`src/rtl/sinc3_pkg.sv`:
```
package sinc3_pkg;
  typedef enum logic {CODING_UNI = 1'b0, CODING_BIP = 1'b1} coding_e;

  function automatic int unsigned clamp_ratio(int unsigned code, int unsigned lo, int unsigned hi);
    if (code < lo) return lo;
    if (code > hi) return hi;
    return code;
  endfunction

  function automatic longint unsigned ipow(longint unsigned b, int e);
    longint unsigned p = 1;
    for (int k = 0; k < e; k++) p = p * b;
    return p;
  endfunction
endpackage

```
`src/rtl/sinc3_integ.sv`:
```
module sinc3_integ #(
  parameter int ORDER = 3,
  parameter int ACC_W = 37
) (
  input  logic             clk_i,
  input  logic             rst_ni,
  input  logic             clr_i,
  input  logic             en_i,
  input  logic             bit_i,
  output logic [ACC_W-1:0] acc_o
);
  logic [ACC_W-1:0] x;
  assign x = bit_i ? ACC_W'(1) : '1;

  for (genvar k = 0; k < ORDER; k++) begin : g_stage
    logic [ACC_W-1:0] acc_q, sum_d;
    if (k == 0) begin : g_first
      assign sum_d = acc_q + x;
    end else begin : g_next
      assign sum_d = acc_q + g_stage[k-1].sum_d;
    end
    always_ff @(posedge clk_i or negedge rst_ni) begin
      if (!rst_ni)    acc_q <= '0;
      else if (clr_i) acc_q <= '0;
      else if (en_i)  acc_q <= sum_d;
    end
  end

  assign acc_o = g_stage[ORDER-1].acc_q;
endmodule

```
`src/rtl/sinc3_comb.sv`:
```
module sinc3_comb #(
  parameter int ORDER = 3,
  parameter int ACC_W = 37
) (
  input  logic             clk_i,
  input  logic             rst_ni,
  input  logic             clr_i,
  input  logic             en_i,
  input  logic [ACC_W-1:0] din_i,
  output logic [ACC_W-1:0] dout_o
);
  for (genvar k = 0; k < ORDER; k++) begin : g_stage
    logic [ACC_W-1:0] in_d, dly_q, diff_d;
    if (k == 0) begin : g_first
      assign in_d = din_i;
    end else begin : g_next
      assign in_d = g_stage[k-1].diff_d;
    end
    assign diff_d = in_d - dly_q;
    always_ff @(posedge clk_i or negedge rst_ni) begin
      if (!rst_ni)    dly_q <= '0;
      else if (clr_i) dly_q <= '0;
      else if (en_i)  dly_q <= in_d;
    end
  end

  assign dout_o = g_stage[ORDER-1].diff_d;
endmodule

```
`src/rtl/sinc3_norm.sv`:
```
module sinc3_norm #(
  parameter int ACC_W   = 37,
  parameter int CUBE_W  = 36,
  parameter int OUT_W   = 24,
  parameter int SHORT_W = 16
) (
  input  logic              clk_i,
  input  logic              rst_ni,
  input  logic              abort_i,
  input  logic              start_i,
  input  logic [ACC_W-1:0]  y_i,
  input  logic [CUBE_W-1:0] cube_i,
  input  logic              bipolar_i,
  input  logic              short_i,
  output logic [OUT_W-1:0]  data_o,
  output logic              valid_o
);
  import sinc3_pkg::*;
  localparam int STEP_W = $clog2(OUT_W + 1);
  localparam int REM_W  = ACC_W + 1;
  localparam logic [OUT_W-1:0] MID = OUT_W'(1) << (OUT_W - 1);

  logic              busy_q, neg_q, trial;
  logic [STEP_W-1:0] step_q;
  logic [REM_W-1:0]  rem_q, rem_sub, div_ext;
  logic [OUT_W-1:0]  quo_q, uni_code, bip_code, code, fmt;
  logic [OUT_W:0]    q_full, bip_sum;
  logic [ACC_W-1:0]  y_abs;
  coding_e           coding;

  assign coding  = bipolar_i ? CODING_BIP : CODING_UNI;
  assign y_abs   = y_i[ACC_W-1] ? (~y_i + 1'b1) : y_i;
  assign div_ext = REM_W'(cube_i);
  assign trial   = rem_q >= div_ext;
  assign rem_sub = trial ? (rem_q - div_ext) : rem_q;
  assign q_full  = {quo_q, trial};

  // saturate at all ones, negative unipolar results floor at zero
  assign uni_code = neg_q ? '0 : (q_full[OUT_W] ? '1 : q_full[OUT_W-1:0]);
  assign bip_sum  = {1'b0, MID} + {1'b0, q_full[OUT_W:1]};
  assign bip_code = neg_q ? (MID - q_full[OUT_W:1]) :
                    (bip_sum[OUT_W] ? '1 : bip_sum[OUT_W-1:0]);
  assign code     = (coding == CODING_BIP) ? bip_code : uni_code;
  assign fmt      = short_i ? OUT_W'(code[OUT_W-1:OUT_W-SHORT_W]) : code;

  always_ff @(posedge clk_i or negedge rst_ni) begin
    if (!rst_ni) begin
      busy_q  <= 1'b0;
      neg_q   <= 1'b0;
      step_q  <= '0;
      rem_q   <= '0;
      quo_q   <= '0;
      data_o  <= '0;
      valid_o <= 1'b0;
    end else begin
      valid_o <= 1'b0;
      if (abort_i) begin
        busy_q <= 1'b0;
      end else if (start_i) begin
        busy_q <= 1'b1;
        neg_q  <= y_i[ACC_W-1];
        rem_q  <= REM_W'(y_abs);
        step_q <= '0;
        quo_q  <= '0;
      end else if (busy_q) begin
        rem_q  <= rem_sub << 1;
        quo_q  <= q_full[OUT_W-1:0];
        step_q <= step_q + 1'b1;
        if (step_q == STEP_W'(OUT_W)) begin
          busy_q  <= 1'b0;
          valid_o <= 1'b1;
          data_o  <= fmt;
        end
      end
    end
  end
endmodule

```
`src/rtl/sinc3_decim.sv`:
```
module sinc3_decim #(
  parameter int HI_W      = 4,
  parameter int LO_W      = 8,
  parameter int OUT_W     = 24,
  parameter int SHORT_W   = 16,
  parameter int ORDER     = 3,
  parameter int MIN_RATIO = 19,
  parameter int MAX_RATIO = 4000,
  parameter int SETTLE    = 3
) (
  input  logic             clk_i,
  input  logic             rst_ni,
  input  logic             mod_en_i,
  input  logic             mod_bit_i,
  input  logic [HI_W-1:0]  filt_hi_i,
  input  logic [LO_W-1:0]  filt_lo_i,
  input  logic             bipolar_i,
  input  logic             short_i,
  input  logic             resync_i,
  output logic [OUT_W-1:0] data_o,
  output logic             valid_o
);
  import sinc3_pkg::*;
  localparam int CODE_W = HI_W + LO_W;
  localparam int CUBE_W = ORDER * CODE_W;
  localparam int ACC_W  = CUBE_W + 1;
  localparam int SET_W  = $clog2(SETTLE + 1);
  localparam logic [CUBE_W-1:0] MIN_CUBE = CUBE_W'(ipow(longint'(MIN_RATIO), ORDER));

  logic [CODE_W-1:0] code_raw, code_q, ratio_d, ratio_q, smp_q;
  logic [CUBE_W-1:0] cube_d, cube_q;
  logic [ACC_W-1:0]  integ_out, comb_out;
  logic [SET_W-1:0]  settle_q;
  logic              clr, code_chg, dec_tick, start;

  assign code_raw = {filt_hi_i, filt_lo_i};
  assign code_chg = code_raw != code_q;
  assign clr      = code_chg | resync_i;
  assign ratio_d  = CODE_W'(clamp_ratio(32'(code_raw), MIN_RATIO, MAX_RATIO));

  always_comb begin
    cube_d = CUBE_W'(1);
    for (int k = 0; k < ORDER; k++) cube_d = cube_d * CUBE_W'(ratio_d);
  end

  always_ff @(posedge clk_i or negedge rst_ni) begin
    if (!rst_ni) begin
      code_q  <= '0;
      ratio_q <= CODE_W'(MIN_RATIO);
      cube_q  <= MIN_CUBE;
    end else if (code_chg) begin
      code_q  <= code_raw;
      ratio_q <= ratio_d;
      cube_q  <= cube_d;
    end
  end

  // sample counter, decimation tick and settling count
  always_ff @(posedge clk_i or negedge rst_ni) begin
    if (!rst_ni) begin
      smp_q    <= '0;
      dec_tick <= 1'b0;
      settle_q <= '0;
    end else if (clr) begin
      smp_q    <= '0;
      dec_tick <= 1'b0;
      settle_q <= '0;
    end else begin
      dec_tick <= 1'b0;
      if (mod_en_i) begin
        if (smp_q == ratio_q - 1'b1) begin
          smp_q    <= '0;
          dec_tick <= 1'b1;
        end else begin
          smp_q <= smp_q + 1'b1;
        end
      end
      if (dec_tick && settle_q != SET_W'(SETTLE)) settle_q <= settle_q + 1'b1;
    end
  end

  assign start = dec_tick && (settle_q == SET_W'(SETTLE)) && !clr;

  sinc3_integ #(.ORDER(ORDER), .ACC_W(ACC_W)) u_integ (
    .clk_i (clk_i),
    .rst_ni(rst_ni),
    .clr_i (clr),
    .en_i  (mod_en_i),
    .bit_i (mod_bit_i),
    .acc_o (integ_out)
  );

  sinc3_comb #(.ORDER(ORDER), .ACC_W(ACC_W)) u_comb (
    .clk_i (clk_i),
    .rst_ni(rst_ni),
    .clr_i (clr),
    .en_i  (dec_tick),
    .din_i (integ_out),
    .dout_o(comb_out)
  );

  sinc3_norm #(.ACC_W(ACC_W), .CUBE_W(CUBE_W), .OUT_W(OUT_W), .SHORT_W(SHORT_W)) u_norm (
    .clk_i    (clk_i),
    .rst_ni   (rst_ni),
    .abort_i  (clr),
    .start_i  (start),
    .y_i      (comb_out),
    .cube_i   (cube_q),
    .bipolar_i(bipolar_i),
    .short_i  (short_i),
    .data_o   (data_o),
    .valid_o  (valid_o)
  );
endmodule

```
`config.mk`:
```
export PLATFORM = sky130hd
export DESIGN_NAME = sinc3_decim
export DESIGN_NICKNAME = d
export VERILOG_FILES = /design/src/rtl/sinc3_pkg.sv /design/src/rtl/sinc3_integ.sv /design/src/rtl/sinc3_comb.sv /design/src/rtl/sinc3_norm.sv /design/src/rtl/sinc3_decim.sv
export SDC_FILE = /design/constraint.sdc
export NUM_CORES = 2
export LEC_CHECK = 0
export ABC_AREA = 1
export BUFFER_PORTS_ARGS = -buffer_cell sky130_fd_sc_hd__buf_2
export CORE_UTILIZATION = 35
export CTS_CLUSTER_SIZE = 25
export DETAILED_ROUTE_END_ITERATION = 8
export PLACE_DENSITY = 0.6
export SETUP_SLACK_MARGIN = 0.15
export SKIP_LAST_GASP = 1
export SLEW_MARGIN = 20
export SYNTH_ARGS = -nofsm -noshare
export SYNTH_HDL_FRONTEND = slang
export SYNTH_SLANG_ARGS = --single-unit
```
`constraint.sdc`:
```
create_clock -name clk_i -period 7.15 [get_ports clk_i]
set_input_delay 0.715 -clock clk_i [delete_from_list [all_inputs] [get_ports clk_i]]
set_output_delay 0.715 -clock clk_i [all_outputs]
set_load 0.05 [all_outputs]
```
==> results_dict.tcl <==
set metrics [dict create \
    final_area_um2 53900 \
    r2r-end "u_norm.rem_q[36]" \
    critical-path-slowest-cell "fa_1" \
    layout.cells.most_common_list "nand2_1 (1370), inv_1 (1050), nor2_1 (510)" \
    crit-reg2reg-launch "u_integ.acc_o[2]" \
    clock_tree.root_cell "clkbuf_16" \
    initial_core_util_pct 35.3 \
    tritoncts_num_sinks 390 \
    drt_drc_violations_left 0 \
    timing.final.setup_violations 29 \
    die_area_um2 130000 \
    worstMarginPinSlew_ns 1.08 \
    syn_avg_cell_area_um2 7.15 \
    std_cell_rows 131 \
    finalWorstSetupSlack_ns -2.34 \
    worst-endpoint-arrival_ns 10.00 \
    timing.final.hold_violations 0 \
    finish.net_count 7372 \
    timing.critical_path.required_ns 7.66 \
    max_cap_viol_count 0 \
    route.final.wire_length_um 133000 \
    place.detailed.hpwl_um 105000 \
    grt_antenna_before_repair 1 \
    yosysUniqueCellTypes 68 \
    timing.setup.critical_path_class "in -> reg" \
    synth_to_layout_area_growth_pct 19.6 \
    placedInstanceArea_um2 50000 \
    insertion_delay_to_the_later_sink_of_the_worst_skew_pair_ns 0.66 \
    multiInputGateArea_um2 32300 \
    gate_count_after_technology_mapping 6311 \
    min-delay-path-class "in -> async" \
    grt_pass1_wl_um 218000 \
    relSlewSlack_pct 27.8 \
    fin_crit_sh_pct 133 \
    clockBufferDepth 3 \
    worstSetupEndpointType "flip-flop" \
    critical_path.max_fanout 4 \
    cts_tree "built" \
    rsz_0062_raised_after_global_routing "yes" \
    top_signal_layer_used "met5" \
    path_clk_slew_ns 0.06 \
    ys_ff_latch 390 \
    nFillCells 13000 \
    placer_congestion_estimate 0.899 \
    startpoint_type "input port" \
    grt_util_all_layers_pct 20.3 \
    count_of_tritonroute_iterations_in_the_first_routing_pass 8 \
    die_width_um 361 \
    cts_hold_buf 0 \
    port_buffers 43 \
    postSynth.asyncResetShare_pct 100 \
    cts_buffers 49 \
    die_ht_um 361 \
    ff2ff_setup_slack_ns 0.59 \
    grt_max_degree 152 \
    ios 44 \
    reg2regPathDepth 46 \
    routed-via-count 41900 \
    dr_wl_met3_um 4880 \
    critical_path.most_common_cell "fa_1" \
    synth_edf_count 0 \
    netlist_area_um2 45100 \
    status "finished with violations" \
    yosys_warnings 0 \
    final_worst_path_period_need_ns 9.49 \
    post_drt_wl_per_cell_um 15.9 \
    timing.fmax_mhz 105 \
    area_of_the_core_region_um2 128000 \
    synth-main-ff-cell "dfrtp_1" \
    crit_end "cube_q[35]" \
    global_route.overflow_total 0 \
    route.met2.wl_um 62300 \
    slowest_delay_ns 0.55 \
    drive_above_1_share_pct 15.3 \
    number_of_vias_per_cell 5.00 \
    num_antenna_cells 0 \
    seq_area_frac_synth_pct 21.7 \
    h-tree-depth 2 \
    drt_iter0_drc 2796 \
    failed_checks "negative setup slack" \
    whs_ns 0.167 \
    route.antenna.remaining_nets 0 \
    m1WireLength_um 62400 \
    area.sequential_um2 9770 \
    clock_skew_ns 0.0447 \
    layout.cells.most_common "nand2_1" \
    crit_path_start "filt_lo_i[2]" \
    postSynthNetCount 7017 \
    vias_in_the_first_global_route 41700 \
    timing_max_transition_violations_final 0 \
]
-- metal layers --
metal  up-vias  track usage, %
met2       785            34.3
met5         -               0
met3       183            1.89
met4         2            5.34
met1     19900            27.7
li1      21000               -
-- flip-flops by register name, indices dropped and copies added, names as in the netlist --
| name | cells |
|---|---|
| u_comb.g_stage.dly_q | 111 |
| u_integ.g_stage.acc_q | 74 |
| u_norm.rem_q | 38 |
| u_integ.acc_o | 37 |
| cube_q | 35 |
| u_norm.data_o | 24 |
| u_norm.quo_q | 24 |
| code_q | 12 |
| ratio_q | 12 |
| smp_q | 12 |
| u_norm.step_q | 5 |
| settle_q | 2 |
| dec_tick | 1 |
| u_norm.busy_q | 1 |
| u_norm.neg_q | 1 |
| u_norm.valid_o | 1 |
-- Yosys cell counts (all sizes together) (60+ instances only) --
library cell,n,area (µm²)
nand3,252,1320
o22ai,74,463
dfrtp,380,9510
a31oi,65,407
xor2,172,1520
xnor2,88,812
ha,392,4900
nor3,60,350
clkbuf,122,458
nand2,1441,5440
inv,1140,4280
fa,295,5910
a21oi,403,2040
o21ai,408,2050
nor2,565,2170
-- worst max-delay path, delay by kind of cell --
kind	cells	cell delay, ns
XOR/XNOR	1	0.19
buffers and inverters	12	0.95
AND/OR/NAND/NOR	11	1.25
AO/OA/AOI/OAI	10	1.41
adder cells (fa/ha/maj)	12	5.48
-- what timing repair did --
action	CTS	global route
gates resized for setup	177	250
setup endpoints to repair	30	69
buffers inserted	45	18
gates cloned	0	1
pin swaps	90	125
-- layout make-up --
cell class | count | share of cell area [%]
tap | 1662 | 3.86
clock buffer | 63 | 2.46
sequential | 390 | 18.1
inverter | 1151 | 8.09
timing repair buffer | 463 | 6.75
multi-input combinational | 4611 | 59.9
clock inverter | 26 | 0.819
-- per-stage QoR --
step / std cells / setup slack, ns / TNS, ns / util (%)
3_3_place_gp: 8213 / -3.18 / -76.62 / 39.1
3_5_place_dp: 8213 / -3.28 / -79.65 / 39.1
6_report: 8366 / -2.34 / -55.31 / 42.2
2_1_floorplan: 6311 / -2.77 / -59.56 / -
5_1_grt: 8366 / -2.74 / -64.91 / 42.2
4_1_cts: 8347 / -2.27 / -52.32 / 41.4
-- logic make-up after synthesis --
kind of cell / share of synthesized area, %
AND/OR/NAND/NOR: 22.4
adder cells (fa/ha/maj): 24.0
flip-flops: 21.7
multiplexers: 0.0444
AO/OA/AOI/OAI: 15.7
buffers and inverters: 11.0
other: 0.00832
XOR/XNOR: 5.17
-- how the worst min path moves through the flow --
stage / start / endpoint / slack [ns] / cells after the start
finish: rst_ni / u_norm.data_o[7] / 0.17 / 1
global route: rst_ni / u_norm.data_o[2] / 0.23 / 1
CTS: rst_ni / cube_q[8] / 0.20 / 1
detailed placement: u_norm.data_o[16] / u_norm.data_o[16] / 0.47 / 2
global placement: u_comb.g_stage[1].dly_q[33] / u_comb.g_stage[1].dly_q[33] / 0.47 / 2
floorplan: rst_ni / code_q[0] / 0.42 / 0
Power is not shown: default switching activity piles up to over one toggle a cycle in this logic, so the estimate is an artifact.
